--- src/rtl/tdma_pkg.sv ---
`timescale 1ns/1ps
package tdma_pkg;

  // Burst length actually used: element mode and zero both mean one word,
  // anything beyond the ceiling is cut down to it.
  function automatic int unsigned eff_threshold(int unsigned thr, logic elem,
                                                int unsigned max_thr);
    if (elem || thr == 0) return 1;
    if (thr > max_thr) return max_thr;
    return thr;
  endfunction

  // Circular pointer step for any depth, power of two or not.
  function automatic int unsigned ptr_next(int unsigned p, int unsigned depth);
    return (p + 1 == depth) ? 0 : p + 1;
  endfunction

endpackage

--- src/rtl/tdma_store.sv ---
`timescale 1ns/1ps
module tdma_store #(
  parameter int unsigned WIDTH = 32,
  parameter int unsigned DEPTH = 128,
  localparam int unsigned PW = $clog2(DEPTH),
  localparam int unsigned CW = $clog2(DEPTH + 1)
) (
  input  logic             clk,
  input  logic             rst_n,
  input  logic             push,
  input  logic [WIDTH-1:0] wdata,
  input  logic             pop,
  output logic [WIDTH-1:0] rdata,
  output logic [CW-1:0]    level,
  output logic             push_ok,
  output logic             pop_ok
);
  logic [WIDTH-1:0] mem [DEPTH];
  logic [PW-1:0]    wr_ptr, rd_ptr;

  assign push_ok = push && (level != CW'(DEPTH));
  assign pop_ok  = pop  && (level != '0);
  assign rdata   = pop_ok ? mem[rd_ptr] : '0;

  always_ff @(posedge clk) begin
    if (push_ok) mem[wr_ptr] <= wdata;
  end

  always_ff @(posedge clk) begin
    if (!rst_n) begin
      wr_ptr <= '0;
      rd_ptr <= '0;
      level  <= '0;
    end else begin
      if (push_ok) wr_ptr <= PW'(tdma_pkg::ptr_next(32'(wr_ptr), DEPTH));
      if (pop_ok)  rd_ptr <= PW'(tdma_pkg::ptr_next(32'(rd_ptr), DEPTH));
      if (push_ok && !pop_ok)      level <= level + CW'(1);
      else if (pop_ok && !push_ok) level <= level - CW'(1);
    end
  end
endmodule

--- src/rtl/tdma_req.sv ---
`timescale 1ns/1ps
module tdma_req #(
  parameter int unsigned DEPTH      = 128,
  parameter int unsigned MAX_THRESH = 128,
  parameter bit          IS_RX      = 1'b0,
  localparam int unsigned CW = $clog2(DEPTH + 1)
) (
  input  logic          clk,
  input  logic          rst_n,
  input  logic [CW-1:0] level,
  input  logic [CW-1:0] thr,
  input  logic          elem,
  input  logic          host_xfer,
  output logic          req,
  output logic [CW-1:0] eff_thr
);
  logic [CW-1:0] burst_cnt;
  logic          enough;
  logic          burst_done;

  assign eff_thr = CW'(tdma_pkg::eff_threshold(32'(thr), elem, MAX_THRESH));

  generate
    if (IS_RX) begin : g_rx
      assign enough = level >= eff_thr;
    end else begin : g_tx
      assign enough = (CW'(DEPTH) - level) >= eff_thr;
    end
  endgenerate

  assign burst_done = host_xfer && ((burst_cnt + CW'(1)) == eff_thr);

  always_ff @(posedge clk) begin
    if (!rst_n) begin
      req       <= 1'b0;
      burst_cnt <= '0;
    end else if (req) begin
      if (burst_done) begin
        req       <= 1'b0;
        burst_cnt <= '0;
      end else if (host_xfer) begin
        burst_cnt <= burst_cnt + CW'(1);
      end
    end else begin
      req       <= enough;
      burst_cnt <= '0;
    end
  end
endmodule

--- src/rtl/tdma_flags.sv ---
`timescale 1ns/1ps
module tdma_flags (
  input  logic clk,
  input  logic rst_n,
  input  logic push,
  input  logic push_ok,
  input  logic pop,
  input  logic pop_ok,
  output logic underrun,
  output logic overrun
);
  logic pop_starved, push_dropped;

  assign pop_starved  = pop  && !pop_ok;
  assign push_dropped = push && !push_ok;

  always_ff @(posedge clk) begin
    if (!rst_n) begin
      underrun <= 1'b0;
      overrun  <= 1'b0;
    end else begin
      if (pop_starved)  underrun <= 1'b1;
      if (push_dropped) overrun  <= 1'b1;
    end
  end
endmodule

--- src/rtl/tdma_fifo.sv ---
`timescale 1ns/1ps
module tdma_fifo #(
  parameter int unsigned WIDTH      = 32,
  parameter int unsigned DEPTH      = 128,
  parameter int unsigned MAX_THRESH = 128,
  parameter bit          IS_RX      = 1'b0,
  localparam int unsigned CW = $clog2(DEPTH + 1)
) (
  input  logic             clk,
  input  logic             rst_n,
  input  logic             push_en,
  input  logic [WIDTH-1:0] push_data,
  input  logic             pop_en,
  output logic [WIDTH-1:0] pop_data,
  input  logic [CW-1:0]    thresh,
  input  logic             elem_mode,
  output logic             dma_req,
  output logic [CW-1:0]    fill_level,
  output logic [CW-1:0]    thresh_max,
  output logic             underrun,
  output logic             overrun
);
  logic          push_ok, pop_ok, host_xfer;
  logic [CW-1:0] eff_thr;

  assign thresh_max = CW'(MAX_THRESH);

  generate
    if (IS_RX) begin : g_host_pops
      assign host_xfer = pop_ok;
    end else begin : g_host_pushes
      assign host_xfer = push_ok;
    end
  endgenerate

  tdma_store #(.WIDTH(WIDTH), .DEPTH(DEPTH)) u_store (
    .clk(clk), .rst_n(rst_n), .push(push_en), .wdata(push_data),
    .pop(pop_en), .rdata(pop_data), .level(fill_level),
    .push_ok(push_ok), .pop_ok(pop_ok)
  );

  tdma_req #(.DEPTH(DEPTH), .MAX_THRESH(MAX_THRESH), .IS_RX(IS_RX)) u_req (
    .clk(clk), .rst_n(rst_n), .level(fill_level), .thr(thresh),
    .elem(elem_mode), .host_xfer(host_xfer), .req(dma_req), .eff_thr(eff_thr)
  );

  tdma_flags u_flags (
    .clk(clk), .rst_n(rst_n), .push(push_en), .push_ok(push_ok),
    .pop(pop_en), .pop_ok(pop_ok), .underrun(underrun), .overrun(overrun)
  );
endmodule

--- config.mk ---
export PLATFORM = sky130hd
export DESIGN_NAME = tdma_fifo
export DESIGN_NICKNAME = d
export VERILOG_FILES = /design/src/rtl/tdma_pkg.sv /design/src/rtl/tdma_store.sv /design/src/rtl/tdma_req.sv /design/src/rtl/tdma_flags.sv /design/src/rtl/tdma_fifo.sv
export SDC_FILE = /design/constraint.sdc
export NUM_CORES = 2
export LEC_CHECK = 0
export BUFFER_PORTS_ARGS = -buffer_cell sky130_fd_sc_hd__buf_2
export CAP_MARGIN = 20
export CORE_AREA = 2 2 401 702
export DETAILED_ROUTE_END_ITERATION = 8
export DIE_AREA = 0 0 403 704
export PLACE_DENSITY = 0.79
export SYNTH_ARGS = -nofsm -noshare
export SYNTH_HDL_FRONTEND = slang
export SYNTH_SLANG_ARGS = --single-unit
--- constraint.sdc ---
create_clock -name clk -period 3.5 [get_ports clk]
set_input_delay 0.35 -clock clk [delete_from_list [all_inputs] [get_ports clk]]
set_output_delay 0.35 -clock clk [all_outputs]
set_load 0.02 [all_outputs]
==> results.json <==
{
  "status": "complete, but fails checks",
  "failed_checks": "negative setup slack",
  "leakage_nw": 56.95,
  "layout_min_cycle_time_ns": 4.603,
  "final_cell_count_no_fill": 11900,
  "core_mm2": 0.2785,
  "drtIter0Drc": 15810,
  "dp_hpwl_um": 255800,
  "yosys_warnings": 0,
  "cts_root_buf": "clkbuf_16",
  "wl_met1_um": 142800,
  "htree_levels": 5,
  "initial_utilization_pct": 56.67,
  "die_h_um": 704,
  "maxSlewHeadroom_pct": 22.58,
  "crit_required_ns": 3.15,
  "skew_ns": 0.06173,
  "port_buffers": 87,
  "layout-drive-gt1-share_pct": 31.75,
  "ant_nets": 0,
  "setup_ws_ns": -1.103,
  "synth_edf_count": 4096,
  "netlist-cell-type-count": 60,
  "clockBufferDepth": 4,
  "finalSetupViolCount": 32,
  "cts_tree": "built",
  "max_freq_ghz": 0.2173,
  "num_vias": 88200,
  "power_density_mw_per_mm2": 652.1,
  "num-fill-cells": 15620,
  "row_count": 257,
  "yosysSeqAreaShare_pct": 78.45,
  "route.met2.wl_um": 240400,
  "hold_class": "in -> reg",
  "wl_met3_um": 62020,
  "wl_per_cell_um": 41.65,
  "min_from": "push_data[22]",
  "clkTransAtPathRegs_ns": 0.07,
  "p_total_mw": 121.1,
  "finalCritPeriodShare_pct": 131.5,
  "start_kind": "flop",
  "antenna_found_initial": 29,
  "tightestPinTransition_ns": 1.161,
  "end_kind": "output pin",
  "ir_drop_v": 0.0007163,
  "worstSetupPathType": "reg -> out",
  "rsz0062_at_grt": "yes",
  "ys.flop_type": "edfxtp_1",
  "dr.pass1.iters": 8,
  "grt.overflow.total": 0,
  "synth_top_area_share_pct": 77.94,
  "hold_viol_final": 0,
  "grt_usage_pct": 33.21,
  "syn_area_per_cell_um2": 22.02,
  "final_nets": 8061,
  "die-area_mm2": 0.2837,
  "drv_slew": 0,
  "grt_pass1_vias": 86350,
  "dp_cells": 11120,
  "crit_arrival_ns": 4.25,
  "drc": 0,
  "synthesis.area_mm2": 0.1578,
  "totalWireLength_um": 495900,
  "syn_to_final_growth_pct": 17.72,
  "syn_inst": 7168,
  "ys_ff_latch": 4136,
  "drv_cap": 0,
  "numCtsBuffers": 348,
  "place_congestion": 0.8916,
  "grt_pass1_wl_um": 660200,
  "fp.dieW_um": 403,
  "critPathMaxFanout": 16,
  "async_flop_share_pct": 0,
  "r2r_start": "u_store.level[0]$_SDFFE_PN0P_",
  "grt_max_degree": 129,
  "io-pin-count": 96,
  "viasPerCell": 7.409,
  "whs_ns": 0.01906,
  "yosys-top-cells-area": "edfxtp_1, mux4_2, mux2i_1",
  "synth_top_area_cell": "edfxtp_1",
  "clkLatencyLatePin_ns": 0.94,
  "cts.sinks": 4136,
  "topRoutingLayerUsed": "met5"
}
## cells in the mapped netlist (33+ instances only)
cell	count
dfxtp_1	40
nor2_1	180
mux4_2	832
a22oi_1	128
a21oi_1	173
buf_2	131
o221ai_1	160
o21ai_0	36
nand4_1	35
o22ai_1	64
clkbuf_1	211
a211oi_1	97
a221oi_1	33
mux2i_1	485
nand2_1	128
edfxtp_1	4096
## where the power goes
group / switching, mW / internal [mW] / total [mW]
Combinational: 14.0 / 12.4 / 26.4
Clock: 18.4 / 21.6 / 40.0
Sequential: 0.160 / 54.6 / 54.8
Total: 32.5 / 88.7 / 121
## cells by family (layout without fill, tap and decap cells)
kind of cell    count (synthesis)  after routing  share of synthesized area [%]
xor+xnor                       37             37                         0.2141
buf+inv                       433           1518                          1.293
compound gates                774            774                          3.521
simple gates                  417            417                          1.174
mux                          1349           1349                          15.18
other cells                     2             27                       0.004759
flops                        4136           4136                          78.45
fa+ha+maj                      20             20                         0.1633
## metal layers
metal / track usage, % / vias to the layer above
li1: - / 32070
met1: 38.02 / 44660
met2: 54.51 / 9210
met3: 7.446 / 2236
met4: 25.48 / 20
met5: 0 / -
## timing repair
item / 4_1_cts / 5_1_grt
endpoints found under the hold margin: 199 / 4
hold buffers: 11 / 2
pin swaps: 42 / 88
cloned: 19 / 9
gates resized for setup: 361 / 160
setup buffers: 41 / 84
setup endpoints to repair: 32 / 33
## state kept, by name (all words and copies together) (netlist names), named ones only
register and cells:
u_flags.underrun 1, u_store.mem 4096, u_store.wr_ptr 7, u_flags.overrun 1
u_store.level 8, u_store.rd_ptr 7, u_req.burst_cnt 8, u_req.req 1
## through the flow
step           TNS [ns]  setup WS (ns)  util [%]  instance area (um2)
2_1_floorplan  -1106.41        -0.4580         -               157800
3_3_place_gp     -3.122        -0.3447     61.00               169900
3_5_place_dp     -4.364        -0.4396     61.01               169900
4_1_cts          -20.78        -0.7543     66.07               184000
5_1_grt          -26.76         -1.039     66.70               185700
6_report         -27.28         -1.103     66.71               185800
## cell type report
class / instances / area [um2] / area share [%]
antenna: 19 / 47.55 / 0.02559
multi-input combinational: 2605 / 34890 / 18.78
sequential: 4136 / 123800 / 66.65
tap: 3626 / 4537 / 2.442
clock inverter: 193 / 2161 / 1.163
clock buffer: 420 / 9064 / 4.879
timing repair buffer: 890 / 11210 / 6.033
inverter: 15 / 56.30 / 0.03031
## cells in the final DEF, fill, tap and decap left out, drive strengths merged, types with 122 or more instances in the layout
cell / netlist / layout
nor2: 180 / 180
clkinv: 0 / 122
mux2i: 485 / 485
a21oi: 173 / 173
a22oi: 128 / 128
nand2: 128 / 128
mux4: 832 / 832
clkbuf: 211 / 429
buf: 207 / 859
edfxtp: 4096 / 4096
o221ai: 160 / 160
## critical path, cell delays in order (launching register included)
cell	delay [ns]
dfxtp_4	0.36
buf_4	0.15
buf_4	0.18
buf_16	0.20
buf_12	0.21
mux4_2	0.53
a22oi_1	0.33
nand2_1	0.59
o2111ai_4	0.46
nand2_4	0.15
buf_6	0.17
## worst paths after layout
path	slack (ns)	endpoint	depth (start not counted)
min reg2reg	0.50	u_flags.overrun$_SDFFE_PN0P_	2
max	-1.10	pop_data[28]	10
max reg2reg	0.24	u_store.mem[64][22]$_DFFE_PP_	10
min	0.02	u_store.mem[8][22]$_DFFE_PP_	1
No activity file was read; power rests on OpenSTA's default activity.
